===== src/rtl/stepdiv_pkg.sv =====
package stepdiv_pkg;

  typedef enum logic [1:0] {
    PH_IDLE,
    PH_SETUP,
    PH_STEP,
    PH_WRAP
  } phase_e;

  // one pass per quotient bit plus the leading overflow compare
  function automatic int unsigned pass_count(input int unsigned width);
    return width + 1;
  endfunction

endpackage


===== src/rtl/stepdiv_ctrl.sv =====
module stepdiv_ctrl
  import stepdiv_pkg::*;
#(
  parameter int unsigned PASSES = 17,
  parameter int unsigned LAT    = 21
) (
  input  logic clk,
  input  logic rst_n,
  input  logic start,
  output logic accept,
  output logic busy,
  output logic done,
  output logic step_en,
  output logic pass_first,
  output logic pass_last
);

  localparam int unsigned CW = $clog2(LAT + 1);

  logic [CW-1:0] cnt;
  phase_e        phase;
  logic          finish;

  assign accept = start && !busy;
  assign finish = busy && (cnt == CW'(LAT - 1));

  always_comb begin
    if (!busy)                     phase = PH_IDLE;
    else if (cnt == '0)            phase = PH_SETUP;
    else if (cnt <= CW'(PASSES))   phase = PH_STEP;
    else                           phase = PH_WRAP;
  end

  assign step_en    = (phase == PH_STEP);
  assign pass_first = step_en && (cnt == CW'(1));
  assign pass_last  = step_en && (cnt == CW'(PASSES));

  always_ff @(posedge clk or negedge rst_n) begin
    if (!rst_n) begin
      busy <= 1'b0;
      done <= 1'b0;
      cnt  <= '0;
    end else begin
      done <= 1'b0;
      if (accept) begin
        busy <= 1'b1;
        cnt  <= '0;
      end else if (finish) begin
        busy <= 1'b0;
        done <= 1'b1;
        cnt  <= '0;
      end else if (busy) begin
        cnt <= cnt + CW'(1);
      end
    end
  end

endmodule


===== src/rtl/stepdiv_dp.sv =====
module stepdiv_dp #(
  parameter int unsigned W = 16
) (
  input  logic         clk,
  input  logic         rst_n,
  input  logic         load,
  input  logic         step_en,
  input  logic         pass_first,
  input  logic         pass_last,
  input  logic [W-1:0] in_hi,
  input  logic [W-1:0] in_lo,
  input  logic [W-1:0] in_dv,
  output logic [W-1:0] hi_q,
  output logic [W-1:0] lo_q
);

  typedef struct packed {
    logic [W-1:0] hi;
    logic [W-1:0] lo;
    logic         cy;
  } step_t;

  logic [W-1:0] dv_q;
  logic         cy_q;
  step_t        nxt;

  // one compare/subtract/shift pass
  function automatic step_t pass_fn(
    input logic [W-1:0] hi,
    input logic [W-1:0] lo,
    input logic [W-1:0] dv,
    input logic         cy,
    input logic         first,
    input logic         last
  );
    step_t        r;
    logic [W:0]   wide;
    logic [W:0]   diff;
    logic         fits;
    logic [W-1:0] rem;
    wide = {cy & ~first, hi};
    fits = (wide >= {1'b0, dv});
    diff = wide - {1'b0, dv};
    rem  = fits ? diff[W-1:0] : hi;
    r.lo = {lo[W-2:0], fits};
    if (last) begin
      r.hi = rem;
      r.cy = 1'b0;
    end else begin
      r.hi = {rem[W-2:0], lo[W-1]};
      r.cy = rem[W-1];
    end
    return r;
  endfunction

  assign nxt = pass_fn(hi_q, lo_q, dv_q, cy_q, pass_first, pass_last);

  always_ff @(posedge clk or negedge rst_n) begin
    if (!rst_n) begin
      hi_q <= '0;
      lo_q <= '0;
      dv_q <= '0;
      cy_q <= 1'b0;
    end else if (load) begin
      hi_q <= in_hi;
      lo_q <= in_lo;
      dv_q <= in_dv;
      cy_q <= 1'b0;
    end else if (step_en) begin
      hi_q <= nxt.hi;
      lo_q <= nxt.lo;
      cy_q <= nxt.cy;
    end
  end

endmodule


===== src/rtl/step_divider.sv =====
module step_divider
  import stepdiv_pkg::*;
#(
  parameter int unsigned W   = 16,
  parameter int unsigned LAT = 21
) (
  input  logic         clk,
  input  logic         rst_n,
  input  logic         start,
  input  logic [W-1:0] dividend_hi,
  input  logic [W-1:0] dividend_lo,
  input  logic [W-1:0] divisor,
  output logic [W-1:0] quotient,
  output logic [W-1:0] remainder,
  output logic         busy,
  output logic         done
);

  localparam int unsigned PASSES = pass_count(W);

  logic accept;
  logic step_en;
  logic pass_first;
  logic pass_last;

  generate
    if (LAT < PASSES + 2) begin : g_bad_lat
      $error("LAT too small for the number of passes");
    end
  endgenerate

  stepdiv_ctrl #(
    .PASSES(PASSES),
    .LAT   (LAT)
  ) u_ctrl (
    .clk       (clk),
    .rst_n     (rst_n),
    .start     (start),
    .accept    (accept),
    .busy      (busy),
    .done      (done),
    .step_en   (step_en),
    .pass_first(pass_first),
    .pass_last (pass_last)
  );

  stepdiv_dp #(
    .W(W)
  ) u_dp (
    .clk       (clk),
    .rst_n     (rst_n),
    .load      (accept),
    .step_en   (step_en),
    .pass_first(pass_first),
    .pass_last (pass_last),
    .in_hi     (dividend_hi),
    .in_lo     (dividend_lo),
    .in_dv     (divisor),
    .hi_q      (remainder),
    .lo_q      (quotient)
  );

endmodule


===== config.mk =====
export PLATFORM = sky130hd
export DESIGN_NAME = step_divider
export DESIGN_NICKNAME = d
export VERILOG_FILES = /design/src/rtl/stepdiv_pkg.sv /design/src/rtl/stepdiv_ctrl.sv /design/src/rtl/stepdiv_dp.sv /design/src/rtl/step_divider.sv
export SDC_FILE = /design/constraint.sdc
export NUM_CORES = 1
export LEC_CHECK = 0
export BUFFER_PORTS_ARGS = -buffer_cell sky130_fd_sc_hd__buf_4
export CAP_MARGIN = 20
export CORE_ASPECT_RATIO = 0.75
export CORE_UTILIZATION = 33
export CTS_CLUSTER_SIZE = 16
export DETAILED_ROUTE_END_ITERATION = 8
export PLACE_DENSITY = 0.55
export SLEW_MARGIN = 5
export SYNTH_ARGS = -nofsm -noshare
export SYNTH_HDL_FRONTEND = slang
export SYNTH_SLANG_ARGS = --single-unit

===== constraint.sdc =====
create_clock -name clk -period 2.56 [get_ports clk]
set_input_delay 0.256 -clock clk [delete_from_list [all_inputs] [get_ports clk]]
set_output_delay 0.256 -clock clk [all_outputs]
set_load 0.005 [all_outputs]

# [After elaboration in Yosys (flattened, before gate mapping)]
# Index checks and enable logic that the tools add are counted.
[classes] n_shift=0 magnitude_cmp=2 div=0 n_bitwise=2 eq_ne=4 n_addsub=2 n_reduce_logical=9 mul=0 n_mux=19
[op_table] op="$mux 16" n=6
[op_table] op="$ge 17x16->1" n=1
[op_table] op="$sub 16x16->16" n=1
[op_table] op="$mux 5" n=3
[op_table] op="$eq 5x5->1 const B" n=2
[op_table] op="$mux 1" n=8
[op_table] op="$add 5x1->5 const B" n=1
[op_table] op="$eq 5x1->1 const B" n=1
[op_table] op="$le 5x5->1 const B" n=1
[op_table] op="$logic_not 5->1" n=1
[op_table] op="$logic_and 1x1->1" n=4
[op_table] op="$mux 2" n=2
[op_table] op="$reduce_bool 2->1" n=2
[op_table] op="$reduce_bool 3->1" n=1
[op_table] op="$eq 2x2->1 const B" n=1
[op_table] op="$and 1x1->1" n=1
[op_table] op="$logic_not 1->1" n=1
[op_table] op="$not 1->1" n=1
[totals] mem_count=0 ram_bits=0 in_bits=51 register_bits=56 rom_bits=0 latchBits=0

# [Longest topological paths before layout]
[logic_depth] depth_word=13 depth_mapped=11 ltp_nobuf=11

# [Modules after synthesis]
# A second synthesis with hierarchy kept.
[unflattened] hier_cells=408 area_unflattened_um2=3701.0
[modules_own_cells] module="stepdiv_dp" instances=1 area_each_um2=3284.4 cells_per_inst=366 seq_area_each_um2=1226.2
[modules_own_cells] module="stepdiv_ctrl" instances=1 area_each_um2=416.6 cells_per_inst=42 seq_area_each_um2=175.2

# [Worst setup path after synthesis]
# Ideal clock, no wire load.
[synth_timing] kind="reg2reg" startpoint="register u_dp.hi_q[0]" endpoint="register u_dp.hi_q[15]" path_buffers=0 setup_slack_ns=0.084 stages_incl_launch_ff=12 t_arrival_ns=2.398 t_required_ns=2.483 cell_sequence="dfrtp_1 > inv_1 > ha_1 > fa_1 > nand2b_1 > a211oi_1 > o41ai_1 > a21oi_1 > a31oi_1 > xor2_1 > or3_1 > a21oi_1"
[synth_between] elab_chain_cells=5 elab_cells_between_ends=6 classes_between="add/sub: 1; order compare: 1; mux: 4"
[synth_lines] item="from (decl)" line="stepdiv_dp.sv:13" rtl="output logic [W-1:0] hi_q,"
[synth_lines] item="from (signal assigned)" line="stepdiv_dp.sv:65" rtl="hi_q <= in_hi;"
[synth_lines] item="from (signal assigned)" line="stepdiv_dp.sv:70" rtl="hi_q <= nxt.hi;"
[synth_lines] item="$sub 16x16->16 / $ge 17x16->1 (equally long branches)" line="stepdiv_dp.sv:43, stepdiv_dp.sv:42"
[synth_lines] item="$mux 16 (*)" line="stepdiv_dp.sv:44" rtl="rem = fits ? diff[W-1:0] : hi;"
[synth_lines] item="$mux 16 (*)" line="stepdiv_dp.sv:46" rtl="if (last) begin"
[synth_lines] item="$mux 16 (*)" line="stepdiv_dp.sv:69" rtl="end else if (step_en) begin"
[synth_lines] item="$mux 16 (*)" line="stepdiv_dp.sv:64" rtl="end else if (load) begin"
# Mark *: on every way between the ends. The rest lies on a longest branch, timed or not. The select of a mux whose other input is x is not followed.
# A chain may end at the register's enable or synchronous reset.

# [Worst setup path after layout]
[layout_timing] startpoint="register u_dp.dv_q[4]" endpoint="register u_dp.hi_q[12]"
[layout_between] elab_chain_cells=5 elab_cells_between_ends=6 classes_between="add/sub: 1; order compare: 1; mux: 4"
[layout_lines] item="from (decl)" line="stepdiv_dp.sv:23" rtl="logic [W-1:0] dv_q;"
[layout_lines] item="from (signal assigned)" line="stepdiv_dp.sv:67" rtl="dv_q <= in_dv;"
[layout_lines] item="$sub 16x16->16 / $ge 17x16->1 (equally long branches)" line="stepdiv_dp.sv:43, stepdiv_dp.sv:42"
[layout_lines] item="$mux 16 (*)" line="stepdiv_dp.sv:44"
[layout_lines] item="$mux 16 (*)" line="stepdiv_dp.sv:46"
[layout_lines] item="$mux 16 (*)" line="stepdiv_dp.sv:69"
[layout_lines] item="$mux 16 (*)" line="stepdiv_dp.sv:64"
# Marks and branches as above.

==> impl_metrics.ini <==
[outcome]
status = completed

[power_and_ir_drop]
p_int_mw = 4.99
p_leak_nw = 2.30
power_frac_comb_pct = 71.8
peakVddDrop_mv = 0.686
switching_power_mw = 4.10
power_density_nw_per_um2 = 1830
swShare_pct = 45.1
p_seq_share_pct = 18.5
p_clk_share_pct = 9.7

[floorplanning]
rows = 32
fp.dieH_um = 91.5
start_util_pct = 34.1
die_x_um = 121
die_area_sq_um = 11100
pin_count = 85
core_sq_um = 10300

[placement]
place_hpwl_um = 7470
dp_cells = 650
place_ws_ps = -71.5
post_dp_cell_area_sq_um = 4500
io_buffer_count = 84
place_congestion = 0.869

[timing]
min_period_ps = 2490
setup_slack_ps = 70.7
worst_pin_slew_ps = 817
slew_headroom_pct = 45.5
min_period_over_period_pct = 97.2
setup_tns_ps = 0
grt_setup_unrepaired = true
clock_skew_ps = 7.04
fmax_mhz = 402
slew_violations = 0
hold_violations = 0
setup_viol = 0

[clock_network]
cts_sinks = 56
clk_latency_ps = 300
cts.clk_slew.worst_paths_ps = 70
cts_buffer_depth = 2
htreeDepth = 2
root_buffer = clkbuf_16
cts_tree = built
cts_made_buffers = 5

[detailed_routing]
drt-initial-drc-count = 157
vias = 3493
drc = 0
wirelength_um = 10700
ant_nets = 0
firstDrtPassIters = 4
vias_per_cell = 5.25
wl_per_cell_um = 16.1

[synth]
synth_fa_ha_area_share_pct = 7.31
synth-seq-cells = 56
synth_top_family_by_area = compound AO/OA/AOI/OAI gates
muxShareOfSynthArea_pct = 1.14
synthSimpleGateAreaFrac_pct = 19.2
ys_types = 53
yosysSeqAreaShare_pct = 39.7
synth_nets = 488
synth_warnings = 0
synth_area_sq_um = 3530
synth_flop_cell = dfrtp_1
syn_avg_cell_area_sq_um = 8.46
synthCells = 417
synth_xor_area_share_pct = 3.97
synth_edf_count = 0
synthArstFlopShare_pct = 100
synth_compound_area_share_pct = 23.7

[critical_path]
cp-start-kind = flip-flop
timing.rr.end = u_dp.hi_q[12]
cp-end-kind = flip-flop
r2r_cells = 10
criticalPathCategory = reg -> reg
cp-startpoint = u_dp.dv_q[4]
r2r_start = u_dp.dv_q[4]
cp.arrival_ps = 2680
critPathMaxFanout = 6
crit_required_ps = 2750
r2r_slack_ps = 70

[global_route]
grt-ovfl-total = 0
grt_max_degree = 57
antenna_found_initial = 0
grt_pass1_vias = 3303
grt_first_pass_wirelength_um = 17100
grt_util_all_layers_pct = 19.6

[layout]
antenna_cells = 0
fin_util_pct = 48.2
layout-drive-gt1-share_pct = 33.6
ff_latch_area_sq_um = 1400
multi_input_area_sq_um = 2200
final_cell_area_sq_um = 4980
stdcell_count = 665
syn_to_final_growth_pct = 41.3
n_fill_cell = 993
layout.nets = 600

[job]
cap_violations = 0

[hold_path]
hp-class = in -> async
synthesized netlist by cell type, drive strengths merged, types with 3 or more instances:
cell type | count | area [sq um]
a21o | 3 | 22.5
xor2 | 11 | 96.3
dfrtp | 56 | 1400
o21ai | 27 | 158
nor3 | 8 | 40.0
a31oi | 18 | 113
nand3 | 4 | 20.0
a21oi | 35 | 175
buf | 6 | 38.8
nor2 | 49 | 186
nand2 | 68 | 255
o211ai | 3 | 36.3
nor2b | 3 | 18.8
ha | 19 | 238
nand2b | 6 | 37.5
a211oi | 3 | 22.5
and3 | 8 | 50.1
mux2i | 4 | 40.0
inv | 20 | 75.1
nand4 | 4 | 31.3
a221oi | 3 | 38.8
o221ai | 10 | 87.6
xnor2 | 5 | 43.8
clkbuf | 16 | 60.1
or3 | 3 | 23.8
a22oi | 4 | 30.0
critical path, cell delays in order (launching register included):
cell and delay, ps:
dfrtp_1 380, inv_2 80, ha_4 200, a21o_1 160
or3_4 340, o21ai_4 210, o211ai_4 120, o21ai_4 300
mux2i_2 290, nor2_1 60, a211o_1 230
cells in the final DEF (no fill, tap or decap), drive strengths merged, types with 6 or more instances in the layout:
master and instances:
o21ai 28, dfrtp 56, xor2 11, inv 20, nor2 49, nand2b 6
and3 8, a31oi 18, buf 126, nor3 8, a21oi 35, o221ai 10
ha 19, nand2 68
cells by family (layout without fill, tap and decap cells):
| group | count (synthesis) | in the layout |
|---|---|---|
| AO/OA/AOI/OAI | 124 | 125 |
| XOR/XNOR | 16 | 16 |
| adder cells (fa/ha/maj) | 20 | 20 |
| buffers and inverters | 42 | 153 |
| flip-flops | 56 | 56 |
| multiplexers | 4 | 4 |
| AND/OR/NAND/NOR | 155 | 155 |
per-stage QoR:
step | hold slack [ps] | power [mW]
floorplan | -39.6 | 5.42
finish | 16.8 | 9.09
detailed placement | 382 | 7.20
global placement | 377 | 7.16
global route | 91.0 | 9.89
CTS | 59.8 | 8.24
area by class of cell:
type	count	area share [%]
well taps	136	3.42
flip-flops and latches	56	28.2
multi-input cells	320	44.2
repair buffers	126	19.0
clock inverters	2	1.21
clock buffers	5	2.51
inverters	20	1.51
flip-flops by register name, summed over array words and instances, names as in the netlist:
register / flops
u_ctrl.busy: 1
u_ctrl.cnt: 5
u_ctrl.done: 1
u_dp.cy_q: 1
u_dp.dv_q: 16
u_dp.hi_q: 16
u_dp.lo_q: 16
worst max-delay path by stage:
stage                                to  slack (ps)  depth (start not counted)
final                     u_dp.hi_q[12]          70                         10
after global routing      u_dp.hi_q[12]         -50                         10
after CTS                 u_dp.hi_q[10]           2                          9
after detailed placement  u_dp.hi_q[15]         -70                         11
after global placement    u_dp.hi_q[15]          10                         11
after floorplan           u_dp.hi_q[15]          80                         11
power by group through the flow:
stage               combinational (mW)  sequential [mW]  clock, mW
floorplan                         3.77             1.65          0
detailed placement                5.55             1.65          0
finish                            6.53             1.68      0.880
CTS                               5.69             1.64      0.900
global route                      7.21             1.74      0.939
global placement                  5.51             1.64          0
repair_timing:
| item | 4_1_cts | 5_1_grt |
|---|---|---|
| cloned | 0 | 3 |
| pin swaps | 5 | 13 |
| buffers inserted | 1 | 4 |
| resized for setup | 6 | 34 |
| endpoints found under the setup margin | 4 | 17 |
| hold buffers | 0 | 0 |
routing by layer:
metal / vias to the layer above / routed length (um) / share of wire [%] / track usage (%)
li1: 1711 / - / - / -
met1: 1671 / 5330 / 50 / 29.2
met2: 105 / 4590 / 43 / 28.1
met3: 6 / 707 / 6.6 / 4.46
met4: 0 / 89 / 0.83 / 4.94
met5: - / 0 / 0 / 0
(Power assumes the default switching activity.)
